<file path="src/rtl/fsg_pkg.sv">
package fsg_pkg;
  typedef enum logic {
    SYNC_FRAME = 1'b0,
    SYNC_RESET = 1'b1
  } sync_mode_e;
endpackage

</file>
<file path="src/rtl/fsg_sync.sv">
// Multi-flop synchronizer with rising-edge detection on the retimed signal.
module fsg_sync #(
  parameter int STAGES = 2
) (
  input  logic clk,
  input  logic rst_n,
  input  logic d_async,
  output logic rise
);
  localparam int LAST = STAGES - 1;

  logic [LAST:0] chain;
  logic          prev;

  always_ff @(posedge clk) begin
    if (!rst_n) begin
      chain <= '0;
      prev  <= 1'b0;
    end else begin
      chain <= {chain[LAST-1:0], d_async};
      prev  <= chain[LAST];
    end
  end

  assign rise = chain[LAST] & ~prev;

  // an edge is reported for a single cycle only
  p_rise_single_r4: assert property (@(posedge clk) disable iff (!rst_n)
    rise |=> !rise);
endmodule

</file>
<file path="src/rtl/fsg_window.sv">
// Fixed-length countdown window; a start while open is rejected upstream.
module fsg_window #(
  parameter int LEN = 62
) (
  input  logic clk,
  input  logic rst_n,
  input  logic clr,
  input  logic start,
  output logic active
);
  localparam int CW = $clog2(LEN + 1);
  localparam logic [CW-1:0] LEN_V = CW'(LEN);

  logic [CW-1:0] cnt;

  always_ff @(posedge clk) begin
    if (!rst_n)         cnt <= '0;
    else if (clr)       cnt <= '0;
    else if (start)     cnt <= LEN_V;
    else if (cnt != 0)  cnt <= cnt - 1'b1;
  end

  assign active = (cnt != '0);

  // no reload while the window is open
  p_no_reload_r8: assert property (@(posedge clk) disable iff (!rst_n)
    active |-> !start);
  // an open window only shrinks until cleared
  p_no_extend_r8: assert property (@(posedge clk) disable iff (!rst_n)
    active |=> (cnt < $past(cnt)));
  p_bound_r4: assert property (@(posedge clk) disable iff (!rst_n)
    cnt <= LEN_V);
endmodule

</file>
<file path="src/rtl/fsg_frame_timer.sv">
// Frame-rate square wave: high for HALF clocks then low for HALF clocks.
module fsg_frame_timer #(
  parameter int HALF = 9720
) (
  input  logic clk,
  input  logic rst_n,
  input  logic hold,
  output logic level
);
  localparam int PER = 2 * HALF;
  localparam int PW  = $clog2(PER);
  localparam logic [PW-1:0] LAST_V = PW'(PER - 1);
  localparam logic [PW-1:0] HALF_V = PW'(HALF);

  logic [PW-1:0] phase;

  always_ff @(posedge clk) begin
    if (!rst_n || hold) begin
      phase <= '0;
      level <= 1'b0;
    end else begin
      level <= (phase < HALF_V);
      phase <= (phase == LAST_V) ? '0 : phase + 1'b1;
    end
  end

  // a high half starts only at frame phase zero
  p_rise_at_zero_r3: assert property (@(posedge clk) disable iff (!rst_n)
    $rose(level) |-> (phase == PW'(1)));
  // the phase counter stays within one frame period
  p_phase_bound_r2: assert property (@(posedge clk) disable iff (!rst_n)
    phase <= LAST_V);
endmodule

</file>
<file path="src/rtl/frame_sync_gen.sv">
module frame_sync_gen
  import fsg_pkg::*;
#(
  parameter int HALF_CYC    = 9720,
  parameter int PULSE_CYC   = 62,
  parameter int SQUELCH_CYC = 124,
  parameter int SYNC_STAGES = 2
) (
  input  logic clk,
  input  logic rst_n,
  input  logic mode_sel,
  input  logic rst_pol,
  input  logic hi_rate,
  input  logic req_async,
  output logic sync_out,
  output logic squelch_en
);
  sync_mode_e mode_q;
  sync_mode_e mode_in;
  logic       mode_chg;
  logic       req_rise;
  logic       frame_hi;
  logic       pulse_on;
  logic       sq_on;
  logic       busy;
  logic       start;

  assign mode_in  = sync_mode_e'(mode_sel);
  assign mode_chg = (mode_in != mode_q);

  always_ff @(posedge clk) begin
    if (!rst_n) mode_q <= SYNC_FRAME;
    else        mode_q <= mode_in;
  end

  fsg_sync #(.STAGES(SYNC_STAGES)) u_sync (
    .clk(clk), .rst_n(rst_n), .d_async(req_async), .rise(req_rise)
  );

  fsg_frame_timer #(.HALF(HALF_CYC)) u_frame (
    .clk(clk), .rst_n(rst_n),
    .hold(mode_chg || (mode_q != SYNC_FRAME)),
    .level(frame_hi)
  );

  assign busy  = pulse_on | sq_on;
  assign start = req_rise && !busy && !mode_chg && (mode_q == SYNC_RESET);

  fsg_window #(.LEN(PULSE_CYC)) u_pulse (
    .clk(clk), .rst_n(rst_n), .clr(mode_chg), .start(start), .active(pulse_on)
  );

  fsg_window #(.LEN(SQUELCH_CYC)) u_squelch (
    .clk(clk), .rst_n(rst_n), .clr(mode_chg), .start(start && !hi_rate),
    .active(sq_on)
  );

  assign sync_out   = (mode_q == SYNC_FRAME) ? frame_hi
                                             : (pulse_on ? rst_pol : ~rst_pol);
  assign squelch_en = sq_on;

  // squelch never opens on a request taken at high rate
  p_no_squelch_hi_r7: assert property (@(posedge clk) disable iff (!rst_n)
    $rose(squelch_en) |-> !$past(hi_rate));
  // entering frame mode holds the line low for one clock
  p_mode_idle_r9: assert property (@(posedge clk) disable iff (!rst_n)
    (mode_chg && mode_in == SYNC_FRAME) |=> !sync_out);
  // no squelch while in frame mode
  p_frame_no_squelch_r10: assert property (@(posedge clk) disable iff (!rst_n)
    (mode_q == SYNC_FRAME) |-> !squelch_en);
  // squelch opens together with the pulse
  p_squelch_with_pulse_r6: assert property (@(posedge clk) disable iff (!rst_n)
    $rose(squelch_en) |-> $rose(pulse_on));
  // outputs idle in reset
  p_reset_idle_r1: assert property (@(posedge clk)
    !rst_n |=> (!squelch_en && !sync_out));
endmodule

</file>
<file path="config.mk">
export PLATFORM = sky130hd
export DESIGN_NAME = frame_sync_gen
export DESIGN_NICKNAME = d
export VERILOG_FILES = /design/src/rtl/fsg_pkg.sv /design/src/rtl/fsg_sync.sv /design/src/rtl/fsg_window.sv /design/src/rtl/fsg_frame_timer.sv /design/src/rtl/frame_sync_gen.sv
export SDC_FILE = /design/constraint.sdc
export NUM_CORES = 1
export LEC_CHECK = 0
export BUFFER_PORTS_ARGS = -buffer_cell sky130_fd_sc_hd__buf_2
export CAP_MARGIN = 30
export CORE_AREA = 10 10 67 69
export CTS_CLUSTER_SIZE = 14
export DETAILED_ROUTE_END_ITERATION = 12
export DIE_AREA = 0 0 77 79
export GPL_ROUTABILITY_DRIVEN = 0
export MAX_ROUTING_LAYER = met4
export PLACE_DENSITY_LB_ADDON = 0.05
export SYNTH_ARGS = -nofsm -noshare
export SYNTH_HDL_FRONTEND = slang
export SYNTH_HIERARCHICAL = 1
export SYNTH_SLANG_ARGS = --single-unit
</file>
<file path="constraint.sdc">
create_clock -name clk -period 2.3 [get_ports clk]
set_clock_uncertainty 0.2 [all_clocks]
set_input_delay 0.345 -clock clk [delete_from_list [all_inputs] [get_ports clk]]
set_output_delay 0.345 -clock clk [all_outputs]
set_load 0.01 [all_outputs]
</file>
After elaboration in Yosys (flattened, before gate mapping) --
Index checks and enable logic that the tools add are counted.
Storage, ports and cells: logic and storage cells 44, output and inout port bits 2, bits in registers 33, input port bits 6
Cells by class: equal/unequal tests 2, bitwise gates (word level) 5, magnitude comparators 1, add/subtract/negate cells 3, reduce and logical (&&, ||, !) cells 18, multiplexer cells 6
Operators by type and width (count):
- $add A15 B1 Y15 const B | 1
- $eq A15 B15 Y1 const B | 1
- $lt A15 B14 Y1 const B | 1
- $mux W7 | 2
- $mux W6 | 2
- $reduce_bool A7 Y1 | 1
- $sub A7 B1 Y7 const B | 1
- $reduce_bool A6 Y1 | 1
- $reduce_or A3 Y1 | 2
- $sub A6 B1 Y6 const B | 1
- $logic_and A1 B1 Y1 | 4
- $logic_not A1 Y1 | 4
- $reduce_bool A2 Y1 | 2
- $reduce_or A2 Y1 | 2
- $not A1 Y1 | 3
- $logic_or A1 B1 Y1 | 2
- $mux W1 | 2
- $and A1 B1 Y1 | 1
- $ne A1 B1 Y1 | 1
- $or A1 B1 Y1 | 1

Logic depth before layout (Yosys ltp) --
depth after elaboration 8, mapped depth 8, gate-level depth less buffers 8

By module --
The synthesis kept the hierarchy.
By module, submodules not included:
- fsg_frame_timer | cells an instance 82, sequential area each 320.3 µm², area each 732.0 µm², instances 1
- fsg_window (u_squelch) | cells an instance 40, sequential area each 140.1 µm², area each 409.1 µm², instances 1
- fsg_window (u_pulse) | cells an instance 40, sequential area each 120.1 µm², area each 347.8 µm², instances 1
- fsg_sync | cells an instance 7, sequential area each 60.1 µm², area each 92.6 µm², instances 1
- frame_sync_gen | cells an instance 12, sequential area each 20.0 µm², area each 91.3 µm², instances 1

Worst setup path after synthesis --
OpenSTA, ideal clock, no wires.
kind register -> register, start reg u_squelch.cnt[0], end reg u_pulse.cnt[1], path buffers 0, library setup time 78 ps, path slack 13 ps, data arrival time 2009 ps, stages on the path, launching flop included 9, clock period less this slack 2287 ps, path through dfxtp_1 inv_1 ha_1 nor3b_2 nand2_2 nor4_1 nand2b_1 nor2_1 nor3_1
Between the ends: word-level cells in the longest chain between the ends 7, elaborated cells between the ends (all ways) 8, those cells by class mux: 1; bitwise: 1; reduce/logical: 6
RTL lines:
- start: declaration | line fsg_window.sv:14 | logic [CW-1:0] cnt;
- start signal: assignment | line fsg_window.sv:20 | else if (cnt != 0) cnt <= cnt - 1'b1;
- $reduce_bool A7 Y1 * | line fsg_window.sv:23 | assign active = (cnt != '0);
- via squelch_en | line frame_sync_gen.sv:16 | output logic squelch_en
- $or A1 B1 Y1 * | line frame_sync_gen.sv:46 | assign busy = pulse_on | sq_on;
- $logic_not A1 Y1 * | line frame_sync_gen.sv:47 | assign start = req_rise && !busy && !mode_chg && (mode_q == SYNC_RESET);
- $logic_and A1 B1 Y1 * (3 in a row) | line frame_sync_gen.sv:47
- via start | line frame_sync_gen.sv:26 | logic start;
- $mux W6 / $reduce_bool A2 Y1 (equally long branches)
- end signal: assignment | line fsg_window.sv:20
- end: declaration | line fsg_window.sv:14
The timed path passes the listed nets; every way through them passes the cells marked *. A chain may end at the register's enable or synchronous reset.

Final worst setup path --
start reg u_pulse.cnt[1], end out sync_out
Between the ends: word-level cells in the longest chain between the ends 3
RTL lines:
- $reduce_bool A6 Y1 | line fsg_window.sv:23
- via pulse_on | line frame_sync_gen.sv:23 | logic pulse_on;
- $mux W1 | line frame_sync_gen.sv:59 | : (pulse_on ? rst_pol : ~rst_pol);
- $mux W1 | line frame_sync_gen.sv:58 | assign sync_out = (mode_q == SYNC_FRAME) ? frame_hi
- end: declaration | line frame_sync_gen.sv:15 | output logic sync_out,
The timed path passes the listed nets, and every way through them passes these cells.

==> qor.txt <==
====================================================================================================
Hpwl dp                                                                                      2380 um
Synth Cell Area                                                                         0.00167 mm^2
Highest ir drop seen on vdd                                                                   456 uV
Internal portion of total power                                                              1.52 mW
Number of standard cells in the layout, taps in and fillers out                                  252
Reported max-cap violation count                                                                   0
Layout cells sized above 1                                                                     25.7%
Distinct cell type count of the synthesized netlist                                               44
Die Span X                                                                                     77 um
Fraction of power spent switching nets                                                         36.3%
Clock latency of the later-clocked register in the worst-skew pair                           0.34 ns
Post-synthesis sequential area ratio                                                           39.5%
Via total after detailed routing                                                                1351
Final-layout setup total negative slack                                                         0 ns
Power share of the sequential group                                                            32.5%
Worst min-delay path class                                                                    in2reg
Switching power                                                                             0.864 mW
Critical path required time                                                                  1.75 ns
Commonest cells after routing, fill and taps aside                                      dfxtp_1, nor2_1, xnor2_1
Setup CP Type                                                                                reg2out
Critical path arrival                                                                        1.68 ns
Area after DPL                                                                          0.00179 mm^2
Clock network power share                                                                      19.3%
Synthesized net count                                                                            192
Slew Viols, Final                                                                                  0
Setup-failing EPs final                                                                            0
CTS sink cnt                                                                                      33
Average footprint of a synthesized cell                                                    9.24 um^2
Global Route Usage Sum                                                                         12.1%
Die Ht                                                                                         79 um
Average routed wire per standard cell                                                        13.6 um
Gate count after technology mapping                                                              181
Maximum clock insertion buffer count                                                               2
Vias per inst                                                                                   5.36
Net count reported at finish                                                                     216
Initial Util                                                                                   51.8%
Fraction of synthesis flops using an asynchronous set or reset pin                                0%
Total congestion overflow                                                                          0
Detailed Route Iter0 Violations                                                                   53
Worst Tran Pin Value                                                                        0.463 ns
Maximum number of pins on one net before global-route repair                                      15
Synthesis-to-finish area growth                                                                18.9%
I/O pins                                                                                           8
Fill count                                                                                       295
Flop2flop setup slack                                                                        0.10 ns
Pre-antenna DRT Iters                                                                              4
Outcome                                                                                    completed
Most common cell after layout, fill and taps aside                                           dfxtp_1
Shortest clock period the worst path allows after layout                                     2.22 ns
Root buf cell                                                                               clkbuf_4
Clock-pin slew reported for the worst setup and hold paths after clock tree synthesis        0.10 ns
Placed cells                                                                                     237
Final Hold Fails                                                                                   0
Core outline area                                                                       0.00323 mm^2
Share of total power in combinational logic                                                    48.2%
Crit path capture type                                                                  primary output
Worst Path Max Fanout                                                                              4
Total power divided by cell area                                                        1200 mW/mm^2
Startpoint types                                                                            register
Final standard cell area without fillers                                                0.00199 mm^2
Worst slew slack as a fraction of its limit                                                    69.1%
Final wirelength                                                                             3420 um
Number of synthesized flops with an enable pin                                                     0
Total leakage power                                                                         0.718 nW
Yosys reg bits                                                                                    33
Vias in the first global route                                                                  1304
CTS H-Tree Depth                                                                                   2
Initial antenna violation count                                                                    0
Wire length of the first global-routing pass                                                 5870 um
Die footprint                                                                           0.00608 mm^2
Post-route antenna net violation count                                                             0
TritonCTS clock tree                                                                             yes
Warnings, synthesis                                                                                6
DRC errors left                                                                                    0
Number of buffers created by CTS                                                                   5
Fraction of the cycle the final worst path needs                                               96.6%
Most instantiated flip-flop cell in the synthesis netlist                                    dfxtp_1
Cell Rows                                                                                         21
Peak Freq                                                                                  0.450 GHz
I/O Buffers                                                                                        7
Antenna diode instance count                                                                       0
====================================================================================================
==> cells in the mapped netlist, types with 4 or more instances <==
| library cell | n | area (um^2) |
|---|---|---|
| nor2b_1 | 4 | 25.0 |
| nor4_1 | 5 | 31.3 |
| o31a_1 | 9 | 78.8 |
| inv_1 | 12 | 45.0 |
| nor3_1 | 10 | 50.1 |
| xnor2_1 | 13 | 114 |
| nand3_1 | 4 | 20.0 |
| nand2_1 | 6 | 22.5 |
| nand2b_1 | 5 | 31.3 |
| nor2_1 | 21 | 78.8 |
| and2_1 | 4 | 25.0 |
| ha_1 | 5 | 62.6 |
| a21oi_1 | 7 | 35.0 |
| dfxtp_1 | 33 | 661 |
==> kinds of logic after synthesis <==
logic type | synth area share, %
mux | 0.673
compound gates | 14.6
xor+xnor | 7.33
flops | 39.5
simple gates | 30.9
buf+inv | 3.29
fa+ha+maj | 3.74
==> power groups by stage <==
stage | combinational [mW] | clock (mW) | sequential, mW
final | 1.15 | 0.461 | 0.775
after global routing | 1.25 | 0.501 | 0.790
after CTS | 1.04 | 0.474 | 0.769
after detailed placement | 0.987 | 0 | 0.768
after global placement | 0.970 | 0 | 0.761
after floorplan | 0.747 | 0 | 0.749
==> critical path: stages (launching register included) <==
cell and delay [ns]:
dfxtp_4 0.38, inv_4 0.06, ha_4 0.13, nor2b_4 0.15
nand2_2 0.08, xnor2_1 0.14, mux2_2 0.26, buf_2 0.14
==> stage by stage <==
stage | setup slack, ns | power [mW] | util, % | hold slack, ns
after global placement | 0.169 | 1.73 | 55.5 | 0.219
after floorplan | 0.0130 | 1.50 | - | 0.206
after detailed placement | 0.0349 | 1.76 | 55.5 | 0.224
after CTS | 0.00847 | 2.28 | 59.1 | 0.0126
after global routing | -0.0588 | 2.54 | 61.6 | 0.0221
final | 0.0773 | 2.38 | 61.6 | 0.0320
==> final cells by class <==
class | instances | area (um^2) | share of cell area (%)
Multi-Input combinational cell | 134 | 1000 | 50.4
Clock buffer | 6 | 51.3 | 2.58
Clock inverter | 2 | 37.5 | 1.89
Tap cell | 46 | 57.6 | 2.89
Timing Repair Buffer | 19 | 128 | 6.42
Sequential cell | 33 | 664 | 33.4
Inverter | 12 | 47.5 | 2.39
==> final timing paths <==
check                                     start                          end  depth (start not counted)
setup / recovery    u_pulse/cnt[1]$_SDFFE_PP0P_                     sync_out                          7
hold / removal                         mode_sel            mode_q$_SDFF_PN0_                          2
setup reg to reg  u_squelch/cnt[0]$_SDFFE_PP0P_  u_pulse/cnt[1]$_SDFFE_PP0P_                          9
hold reg to reg      u_sync/chain[0]$_SDFF_PN0_   u_sync/chain[1]$_SDFF_PN0_                          1
==> per-layer routing <==
layer,global-route usage [%],part of all wire [%]
met1,13.5,47
met2,19.1,47
met3,5.07,4.5
met4,4.74,1.3
met5,-,0
==> what timing repair did <==
item,CTS,global route
hold buffers,0,1
endpoints found under the setup margin,3,5
buffers inserted,0,6
resized for setup,9,5
pin swaps,0,3
hold endpoints to repair,0,1
==> state kept, by name, indices dropped and copies added (netlist names) <==
signal         cells
mode_q             1
u_frame/level      1
u_squelch/cnt      7
u_sync/chain       2
u_pulse/cnt        6
u_sync/prev        1
u_frame/phase     15
Power figures use the tool's default switching activity.
